$ cat src/rtl/irq_pkg.sv
package irq_pkg;
  localparam int ADDR_W = 3;

  typedef enum logic [1:0] {
    TRIG_LOW  = 2'd0,
    TRIG_HIGH = 2'd1,
    TRIG_FALL = 2'd2,
    TRIG_RISE = 2'd3
  } trig_e;

  localparam logic [ADDR_W-1:0] A_MSET = 3'd0;
  localparam logic [ADDR_W-1:0] A_MCLR = 3'd1;
  localparam logic [ADDR_W-1:0] A_CFG  = 3'd2;
  localparam logic [ADDR_W-1:0] A_ACK  = 3'd3;
  localparam logic [ADDR_W-1:0] A_EOS  = 3'd4;

  localparam int CFG_TYPE_LSB = 8;
  localparam int CFG_PRIO_LSB = 12;
endpackage

$ cat src/rtl/irq_src_cell.sv
module irq_src_cell
  import irq_pkg::*;
(
  input  logic  clk,
  input  logic  rst_n,
  input  logic  sig,
  input  trig_e mode,
  input  logic  ack_clr,
  input  logic  cfg_clr,
  output logic  req_act
);
  logic prev_q, pend_q, pend_d, edge_hit;

  always_comb begin
    case (mode)
      TRIG_FALL: edge_hit = prev_q & ~sig;
      TRIG_RISE: edge_hit = ~prev_q & sig;
      default:   edge_hit = 1'b0;
    endcase
    pend_d = cfg_clr ? 1'b0 : ((pend_q & ~ack_clr) | edge_hit);
    case (mode)
      TRIG_LOW:  req_act = ~sig;
      TRIG_HIGH: req_act = sig;
      default:   req_act = pend_q;
    endcase
  end

  always_ff @(posedge clk or negedge rst_n) begin
    if (!rst_n) begin
      prev_q <= 1'b0;
      pend_q <= 1'b0;
    end else begin
      prev_q <= sig;
      pend_q <= pend_d;
    end
  end

  assert_pend_on_rise_R4: assert property (@(posedge clk) disable iff (!rst_n)
    (mode == TRIG_RISE && !prev_q && sig && !cfg_clr) |=> req_act);
  assert_pend_on_fall_R4: assert property (@(posedge clk) disable iff (!rst_n)
    (mode == TRIG_FALL && prev_q && !sig && !cfg_clr) |=> req_act);
endmodule

$ cat src/rtl/irq_arbiter.sv
module irq_arbiter #(
  parameter int NSRC = 32,
  parameter int LVLS = 8,
  localparam int SW = $clog2(NSRC),
  localparam int LW = $clog2(LVLS)
) (
  input  logic [NSRC-1:0]         req,
  input  logic [NSRC-1:0][LW-1:0] prio,
  output logic                    any,
  output logic [LW-1:0]           best,
  output logic [SW-1:0]           win
);
  always_comb begin
    any  = |req;
    best = LW'(LVLS - 1);
    for (int l = LVLS - 1; l >= 0; l--) begin
      for (int i = 0; i < NSRC; i++) begin
        if (req[i] && prio[i] == LW'(l)) best = LW'(l);
      end
    end
    win = '0;
    for (int i = NSRC - 1; i >= 0; i--) begin
      if (req[i] && prio[i] == best) win = SW'(i);
    end
  end
endmodule

$ cat src/rtl/irq_level_stack.sv
module irq_level_stack #(
  parameter int DEPTH = 8,
  parameter int LW    = 3,
  localparam int PW = $clog2(DEPTH + 1),
  localparam int IW = $clog2(DEPTH)
) (
  input  logic          clk,
  input  logic          rst_n,
  input  logic          push,
  input  logic          pop,
  input  logic [LW-1:0] push_lvl,
  output logic          empty,
  output logic          full,
  output logic [LW-1:0] top_lvl
);
  logic [DEPTH-1:0][LW-1:0] ent_q;
  logic [PW-1:0]            sp_q, sp_d;
  logic [IW-1:0]            top_idx, wr_idx;
  logic                     do_push, do_pop;

  always_comb begin
    empty   = (sp_q == '0);
    full    = (sp_q == PW'(DEPTH));
    do_push = push && !full;
    do_pop  = pop && !push && !empty;
    top_idx = IW'(sp_q - 1'b1);
    wr_idx  = IW'(sp_q);
    top_lvl = empty ? '0 : ent_q[top_idx];
    sp_d    = sp_q;
    if (do_push)     sp_d = sp_q + 1'b1;
    else if (do_pop) sp_d = sp_q - 1'b1;
  end

  always_ff @(posedge clk or negedge rst_n) begin
    if (!rst_n) begin
      sp_q  <= '0;
      ent_q <= '0;
    end else begin
      sp_q <= sp_d;
      if (do_push) ent_q[wr_idx] <= push_lvl;
    end
  end

  assert_push_more_urgent_R8: assert property (@(posedge clk) disable iff (!rst_n)
    (push && !empty) |-> (push_lvl < top_lvl));
  assert_pop_shrinks_R9: assert property (@(posedge clk) disable iff (!rst_n)
    (pop && !push && !empty) |=> (sp_q == $past(sp_q) - 1'b1));
  assert_depth_bound_R8: assert property (@(posedge clk) disable iff (!rst_n)
    sp_q <= PW'(DEPTH));
endmodule

$ cat src/rtl/prio_irq_ctrl.sv
module prio_irq_ctrl
  import irq_pkg::*;
#(
  parameter int NSRC   = 32,
  parameter int LVLS   = 8,
  parameter int DATA_W = 32,
  localparam int SW = $clog2(NSRC),
  localparam int LW = $clog2(LVLS)
) (
  input  logic              clk,
  input  logic              rst_n,
  input  logic [NSRC-1:0]   irq_in,
  input  logic              wr_en,
  input  logic              rd_en,
  input  logic [ADDR_W-1:0] addr,
  input  logic [DATA_W-1:0] wdata,
  output logic [DATA_W-1:0] rdata,
  output logic              irq,
  output logic [SW-1:0]     irq_id
);
  logic [NSRC-1:0]         mask_q, mask_d;
  trig_e                   type_q [NSRC];
  logic [NSRC-1:0][LW-1:0] prio_q;
  logic [NSRC-1:0]         act, req, ack_clr, cfg_clr;
  logic                    cfg_we, ack_rd, eos_wr, push, any, st_empty, st_full;
  logic [SW-1:0]           cfg_src;
  logic [LW-1:0]           best, top_lvl;
  logic [LW:0]             thr;

  always_comb begin
    cfg_we  = wr_en && addr == A_CFG;
    cfg_src = wdata[SW-1:0];
    ack_rd  = rd_en && addr == A_ACK;
    eos_wr  = wr_en && addr == A_EOS;
    mask_d  = mask_q;
    if (wr_en && addr == A_MSET) mask_d = mask_q | wdata[NSRC-1:0];
    if (wr_en && addr == A_MCLR) mask_d = mask_q & ~wdata[NSRC-1:0];
    push    = ack_rd && irq;
    ack_clr = push ? (NSRC'(1) << irq_id) : '0;
    cfg_clr = cfg_we ? (NSRC'(1) << cfg_src) : '0;
    req     = act & ~mask_q;
    thr     = st_empty ? (LW + 1)'(LVLS) : {1'b0, top_lvl};
    irq     = any && ({1'b0, best} < thr);
    rdata   = '0;
    if (rd_en && addr == A_MSET) rdata[NSRC-1:0] = mask_q;
    if (ack_rd && irq) begin
      rdata[DATA_W-1] = 1'b1;
      rdata[SW-1:0]   = irq_id;
    end
  end

  always_ff @(posedge clk or negedge rst_n) begin
    if (!rst_n) begin
      mask_q <= '1;
      prio_q <= '1;
      for (int i = 0; i < NSRC; i++) type_q[i] <= TRIG_HIGH;
    end else begin
      mask_q <= mask_d;
      for (int i = 0; i < NSRC; i++) begin
        if (cfg_clr[i]) begin
          type_q[i] <= trig_e'(wdata[CFG_TYPE_LSB +: 2]);
          prio_q[i] <= wdata[CFG_PRIO_LSB +: LW];
        end
      end
    end
  end

  for (genvar g = 0; g < NSRC; g++) begin : g_src
    irq_src_cell u_cell (
      .clk(clk), .rst_n(rst_n), .sig(irq_in[g]), .mode(type_q[g]),
      .ack_clr(ack_clr[g]), .cfg_clr(cfg_clr[g]), .req_act(act[g])
    );
  end

  irq_arbiter #(.NSRC(NSRC), .LVLS(LVLS)) u_arb (
    .req(req), .prio(prio_q), .any(any), .best(best), .win(irq_id)
  );

  irq_level_stack #(.DEPTH(LVLS), .LW(LW)) u_stk (
    .clk(clk), .rst_n(rst_n), .push(push), .pop(eos_wr), .push_lvl(best),
    .empty(st_empty), .full(st_full), .top_lvl(top_lvl)
  );

  assert_unmasked_winner_R2: assert property (@(posedge clk) disable iff (!rst_n)
    irq |-> !mask_q[irq_id]);
  assert_winner_active_R6: assert property (@(posedge clk) disable iff (!rst_n)
    irq |-> act[irq_id]);
  assert_no_push_when_full_R8: assert property (@(posedge clk) disable iff (!rst_n)
    push |-> !st_full);
  assert_below_threshold_R8: assert property (@(posedge clk) disable iff (!rst_n)
    (irq && !st_empty) |-> (prio_q[irq_id] < top_lvl));
endmodule

$ cat config.mk
export PLATFORM = sky130hd
export DESIGN_NAME = prio_irq_ctrl
export DESIGN_NICKNAME = d
export VERILOG_FILES = /design/src/rtl/irq_pkg.sv /design/src/rtl/irq_src_cell.sv /design/src/rtl/irq_arbiter.sv /design/src/rtl/irq_level_stack.sv /design/src/rtl/prio_irq_ctrl.sv
export SDC_FILE = /design/constraint.sdc
export NUM_CORES = 1
export LEC_CHECK = 0
export ABC_AREA = 1
export BUFFER_PORTS_ARGS = -buffer_cell sky130_fd_sc_hd__buf_2
export CAP_MARGIN = 5
export CORE_AREA = 5 5 214 299
export DETAILED_ROUTE_END_ITERATION = 10
export DIE_AREA = 0 0 219 304
export HOLD_SLACK_MARGIN = 0.05
export SYNTH_ARGS = -nofsm -noshare
export SYNTH_HDL_FRONTEND = slang
export SYNTH_SLANG_ARGS = --single-unit
$ cat constraint.sdc
create_clock -name clk -period 3.7 [get_ports clk]
set_input_delay 0.37 -clock clk [delete_from_list [all_inputs] [get_ports clk]]
set_output_delay 0.37 -clock clk [all_outputs]
set_load 0.02 [all_outputs]
Word level (Yosys, flattened, before mapping)

Cells that the tools add are included.

Reductions and logical operators: 340
Bitwise logic cells: 229
Add/sub/neg operators: 2
Divide/modulo/power cells: 0
$lt $le $gt $ge: 4
Multipliers: 0
Shift operators: 2
Multiplexer cells: 367
Equality and inequality tests: 325

Operators with widths:

| cell                 | number |
|---|---|
| $mux 3               | 130 |
| $eq 3x3->1 const B   | 97 |
| $logic_and 1x1->1    | 268 |
| $eq 3x2->1 const B   | 66 |
| $mux 5               | 33 |
| $mux 32              | 5 |
| $eq 2x2->1 const B   | 64 |
| $mux 2               | 64 |
| $pmux 1 s2           | 64 |
| $eq 3x1->1 const B   | 33 |
| $logic_not 3->1      | 33 |
| $and 1x1->1          | 96 |
| $eq 3x3->1           | 32 |
| $not 1->1            | 96 |
| $mux 1               | 65 |
| $and 32x32->32       | 2 |
| $eq 2x1->1 const B   | 32 |
| $logic_not 2->1      | 32 |
| $not 32->32          | 2 |
| $shl 1x5->32 const A | 2 |
| $or 1x1->1           | 32 |
| $or 32x32->32        | 1 |
| $reduce_or 32->1     | 1 |
| $bwmux 24            | 1 |
| other kinds (12)     | 18 |

Bits in registers: 284
Memory bits (read-only): 0
Logic and storage cells: 1407
Bits of input ports: 71
Bits in latches: 0
Output and inout bits: 38
Memory bits (writable): 0
Memories kept: 0

Depth between registers and ports, before layout

Depth in word-level cells: 268
Depth in mapped cells: 55
Gate-level depth less buffers: 55

Modules after synthesis

Synthesis repeated with hierarchy kept, for this count alone.

Cells, all modules: 2886
Area total of the unflattened synthesis: 18798.0 µm²

Modules (own cells, without submodules):

| module          | cells an instance | area each (µm²) | seq. area each (µm²) | times used |
|---|---|---|---|---|
| prio_irq_ctrl   | 1015              | 8753.4          | 5004.8               | 1 |
| irq_arbiter     | 1001              | 4297.9          | 0.0                  | 1 |
| irq_src_cell    | 21                | 131.4           | 50.0                 | 32 |
| irq_level_stack | 198               | 1542.7          | 700.7                | 1 |

Worst setup path before layout

OpenSTA, ideal clock, no wires.

Kind: reg2out
Start point: register type_q[2] (netlist bit)
End point: output rdata[0]
Cell stages (with the launch flop): 47
Required time: 3.330 ns
Data arrival time: 3.794 ns
Buffers on the path: 1
Setup slack: -0.464 ns
Cell sequence: dfstp_2 -> inv_1 -> nand2_2 -> nand3_2 -> nand2_2 -> inv_2 -> nand2_1 -> nand2_1 -> nor2_1 -> nand2_1 -> nor2_1 -> nand2_2 -> nor2_8 -> nand2_4 -> buf_8 -> xor2_2 -> a21oi_2 -> o211ai_2 -> (+11 left out) -> nand2_1 -> nand2_1 -> nand2_1 -> nand2_1 -> nand2_1 -> nand2_1 -> nand2_1 -> nand2_1 -> nand2_1 -> nand2_1 -> nand2_1 -> nand2_1 -> nand2_1 -> nand2_1 -> nand2_2 -> nand2_2 -> nand2_4 -> o22ai_1

Word-level cells in the longest chain between the ends: 233

RTL lines:

| item                                                 | RTL line            | RTL |
|---|---|---|
| from (decl)                                          | prio_irq_ctrl.sv:22 | `trig_e type_q [NSRC];` |
| from (signal, indexed assignment)                    | prio_irq_ctrl.sv:61 | `type_q[i] <= trig_e'(wdata[CFG_TYPE_LSB +: 2]);` |
| $eq 2x1->1 / $logic_not 2->1 (equally long branches) | irq_src_cell.sv:21  | `case (mode)` |
| $pmux 1 s2 (*)                                       | irq_src_cell.sv:21  |  |
| $and 32x32->32 (*)                                   | prio_irq_ctrl.sv:41 | `req = act & ~mask_q;` |
| $logic_and 1x1->1                                    | irq_arbiter.sv:18   | `if (req[i] && prio[i] == LW'(l)) best = LW'(l);` |
| $mux 1 (2 in series)                                 | irq_arbiter.sv:18   |  |
| $mux 2 (64 in series)                                | irq_arbiter.sv:18   |  |
| $mux 3 (128 in series)                               | irq_arbiter.sv:18   |  |
| $eq 3x3->1                                           | irq_arbiter.sv:23   | `if (req[i] && prio[i] == best) win = SW'(i);` |
| $logic_and 1x1->1                                    | irq_arbiter.sv:23   |  |
| $mux 5 (32 in series)                                | irq_arbiter.sv:23   |  |
| $mux 5 (*)                                           | prio_irq_ctrl.sv:46 | `if (ack_rd && irq) begin` |
| to (decl)                                            | prio_irq_ctrl.sv:17 | `output logic [DATA_W-1:0] rdata,` |

Every way passes the cells marked *; elsewhere a longest branch is shown, timed or not.

Final worst setup path

Start point: register type_q[28] (netlist bit)
End point: output rdata[0]

Word-level cells in the longest chain between the ends: 246

RTL lines:

| item                                                 | RTL line |
|---|---|
| $eq 2x1->1 / $logic_not 2->1 (equally long branches) | irq_src_cell.sv:21 |
| $pmux 1 s2 (*)                                       | irq_src_cell.sv:21 |
| $and 32x32->32 (*)                                   | prio_irq_ctrl.sv:41 |
| $logic_and 1x1->1                                    | irq_arbiter.sv:18 |
| $mux 1 (15 in series)                                | irq_arbiter.sv:18 |
| $mux 2 (64 in series)                                | irq_arbiter.sv:18 |
| $mux 3 (128 in series)                               | irq_arbiter.sv:18 |
| $eq 3x3->1                                           | irq_arbiter.sv:23 |
| $logic_and 1x1->1                                    | irq_arbiter.sv:23 |
| $mux 5 (32 in series)                                | irq_arbiter.sv:23 |
| $mux 5 (*)                                           | prio_irq_ctrl.sv:46 |

Marked as above.

==> results by stage <==
Run status:
- The run finished, with violations left.
- The final reports fail on negative setup slack.

STA:
- The clock skew after layout is between 0.02 and 0.025 ns.
- At the pin with the least slew margin, the transition time is between 1 and 1.5 ns.
- Setup repair after global routing could not meet its margin everywhere.
- The hold slack is a little under 0.08 ns.
- The count of final max-slew check failures is 0.
- Measured against its own limit, the worst slew margin works out to 28.8%.
- The worst path setup slack after routing is -1.66 ns.
- For the finished layout, the period the worst path requires is about 5.4 ns.
- Derived from the worst setup path, the maximum achievable clock frequency is about 190 MHz.
- The number of endpoints with negative hold slack in the final report is 0.
- The worst path uses 145% of the clock period.
- Setup violations remaining at the end of the flow were counted as 71.

Critical path:
- The worst setup path category is reg2out.
- For the worst setup path, the data arrival time is between 4 and 5 ns.
- The end of the worst register-to-register path is g_src[16].u_cell.pend_q$_DFF_PN0_.
- Broken down by cell family, the worst path's largest delay share belongs to simple AND/OR/NAND/NOR gates.
- The reg2reg setup slack is -1.49 ns.
- The startpoint class of the critical path is a flop.
- On the critical path, the stage with the largest delay is an instance of dfstp_2.
- The required time of the critical path is 3.33 ns.
- The delay contributed by the slowest stage of the critical path is 0.53 ns.
- The startpoint of the worst-slack reg-to-reg timing path is type_q[26]$_DFFE_PN1P_.
- The critical path buffer and inverter count is 5.
- STA classifies the critical path endpoint as an output port.
- The path depth of the worst reg2reg path is 53.
- By instance count, the cell type seen most on the critical path is nand2_1.
- Along the worst path, the maximum fanout reaches 5.

Placement:
- The detailed placement HPWL is a little under 60000 um.
- Once placement finished, the instance area stood at 0.0231 mm2.
- The total of buffers placed on input and output ports is roughly 110.
- At the end of routability-driven placement, the weighted congestion stood at a little over 1.
- Timing analysis after detailed placement gives a worst setup slack of -1.52 ns.

Hold path:
- The startpoint identified for the worst hold timing path is wdata[31].
- The worst hold-check path type is in2reg.
- The number of instances on the worst hold path is 5.

Pwr:
- The leakage power of the design is 13.2 nW.
- The power density over the cells is slightly above 600 mW/mm2.
- IR analysis of the VDD net gives a maximum drop of about 0.35 mV.

Final layout:
- The combined flip-flop and latch cell area is roughly 0.0073 mm2.
- In the final design database the tool counted about 3.4k nets.
- The number of fill cells in the layout is between 6k and 7k.
- The library cell used most frequently in the layout, excluding fill and tap cells, is nand2_1.
- Leaving out fill and tap cells, the most frequent cells in the layout are nand2_1 (593), buf_4 (489), nor2_1 (359), inv_1 (290), o21ai_0 (254).
- The layout overhead on the synthesized area is 45.2%.
- The multi-input combinational cells in the finished layout cover a total of 0.0101 mm2.
- The finished cells cover about 0.026 mm2.
- The proportion of layout cells with a drive suffix above 1 is between 30 and 40%.

GRT:
- In the global route stage, overall resource usage came out at between 20% and 30%.
- Global routing finished with a remaining overflow of 0.
- The via count of the first global-routing pass is roughly 19k.
- Entering global routing, the biggest net connects 93 pins.
- The first global-routing pass estimated between 100000 and 150000 um of wire.
- The initial antenna violation count is 4.

Synth:
- Synthesis inferred 284 register bits.
- Sequential elements use between 40% and 50% of the synthesized area.
- The netlist uses between 40 and 50 different library cells.
- After technology mapping, the gate count stands at about 2.7k.
- Synthesis produced a netlist with a net count of around 2.8k.
- The synthesized area per cell is about 6.7 um2.
- The mapped netlist covers around 0.018 mm2.
- Yosys printed 0 warnings.

CTS:
- TritonCTS built the clock tree.
- The number of CTS-inserted buffers is 30.
- The number of levels in the clock H-tree is 1.
- Clock tree synthesis found a total of ~280 sinks.
- The buffer cell driving the clock tree root is clkbuf_16.
- No sink is reached through more buffers than the 3 on the longest clock path.
- The clock latency at the later pin of the worst-skew pair is 0.59 ns.
- The post-CTS clock slew at the launch and capture registers of the worst setup and hold paths is approximately 0.06 ns.

Die:
- The width of the chip is between 200 and 250 um.
- In this run the core area contains 107 standard-cell rows.
- The top-level port count is 109.
- The area enclosed by the die boundary is around 0.067 mm2.
- Once the floorplan was initialized, standard cells occupied a little under 30% of the core.
- The core region is 0.0608 mm2.
- The chip height is around 300 um.

Drt:
- After the first detailed-routing iteration, the DRC count stood at about 1.3k.
- The detailed router placed between 15k and 20k vias in this run.
- Dividing the detail-routed wire length by the instance count gives ~18 um.
- The routed design has approximately 75000 um of wire.
- Dividing the detail-routed via count by the number of cells gives 4.77.
- The first TritonRoute pass finished after 5 iterations.
- The detail route stage leaves a number of antenna-violating nets equal to 0.
- For this run, design rule violations remaining after detail routing come to 0.

Flow run:
- The number of max-cap violations is 0.
worst reg2reg max path, delay by kind of cell, from the launching register on:
kind	cells	cell delay (ns)
and+or+nand+nor	46	3.55
buffers and inverters	5	0.74
DFF	1	0.54
AOI/OAI and AO/OA	2	0.24
timing repair:
| action | CTS | global route |
|---|---|---|
| resized for setup | 147 | 187 |
| gates cloned | 0 | 1 |
| endpoints found under the hold margin | 66 | 0 |
| setup buffers | 31 | 28 |
| pin swaps | 53 | 83 |
| hold buffers | 37 | 0 |
| endpoints found under the setup margin | 72 | 72 |
worst max path at each step:
stage          cells after the start  slack [ns]              startpoint                                end
3_3_place_gp                      50       -1.51   type_q[9]$_DFFE_PN0P_  g_src[30].u_cell.pend_q$_DFF_PN0_
4_1_cts                           48       -1.68   type_q[2]$_DFFE_PN1P_                           rdata[0]
3_5_place_dp                      50       -1.52   type_q[9]$_DFFE_PN0P_  g_src[30].u_cell.pend_q$_DFF_PN0_
5_1_grt                           52       -2.07  type_q[16]$_DFFE_PN1P_                           rdata[0]
2_1_floorplan                     46       -0.27   type_q[4]$_DFFE_PN1P_                           rdata[0]
6_report                          52       -1.66  type_q[28]$_DFFE_PN1P_                           rdata[0]
cell type report:
cell class | count | share of cell area [%]
multi-input combinational | 1918 | 38.4
sequential | 284 | 27.8
timing repair buffer | 676 | 20.1
inverter | 393 | 5.74
tap | 817 | 3.89
clock buffer | 46 | 3.59
clock inverter | 10 | 0.415
antenna | 1 | 0.00953
cells in the mapped netlist, drive strengths merged:
cell | number | area, um2
a21o | 1 | 7.51
a21oi | 126 | 657
a31o | 1 | 8.76
a31oi | 4 | 25.0
buf | 22 | 136
clkbuf | 64 | 240
clkinv | 2 | 7.51
dfrtp | 124 | 3100
dfstp | 160 | 4200
ha | 4 | 50.1
inv | 391 | 1470
nand2 | 754 | 2980
nand3 | 152 | 918
nand3b | 1 | 20.0
nand4 | 58 | 369
nor2 | 402 | 1580
nor3 | 44 | 220
nor4 | 5 | 31.3
o2111ai | 5 | 43.8
o211ai | 22 | 170
o21ai | 294 | 1470
o21bai | 11 | 82.6
o221ai | 2 | 17.5
o22ai | 7 | 43.8
o31ai | 1 | 7.51
xnor2 | 2 | 17.5
xor2 | 22 | 208
stage by stage:
step	TNS [ns]	power, mW	util [%]	instances
final	-63.72	15.9	43.2	4145
after global placement	-66.42	10.7	38.0	3993
after CTS	-62.66	15.1	41.7	4117
after global routing	-84.73	16.6	43.2	4144
after floorplan	-7.01	7.37	-	2681
after detailed placement	-67.35	10.7	38.0	3993
report_power, final:
| group | leakage, nW | internal, mW | switching [mW] |
|---|---|---|---|
| Combinational | 9.68 | 3.81 | 4.93 |
| Sequential | 3.02 | 3.61 | 0.274 |
| Clock | 0.518 | 1.89 | 1.35 |
per-layer routing:
layer,share of wire (%),GRT usage (%),vias to the layer above
li1,-,-,9776
met4,7.2,12.7,6
met2,49,38.7,525
met1,39,25.3,9252
met3,4.6,2.76,220
met5,0.050,0,-
cells by family after synthesis:
group	Yosys count	synth area share (%)
buffers and inverters	479	10.2
adder cells (fa/ha/maj)	4	0.277
AO/OA/AOI/OAI	474	14.0
XOR/XNOR	24	1.25
flip-flops	284	40.4
AND/OR/NAND/NOR	1416	33.8
Note: power is estimated with default switching activity, not from simulation.
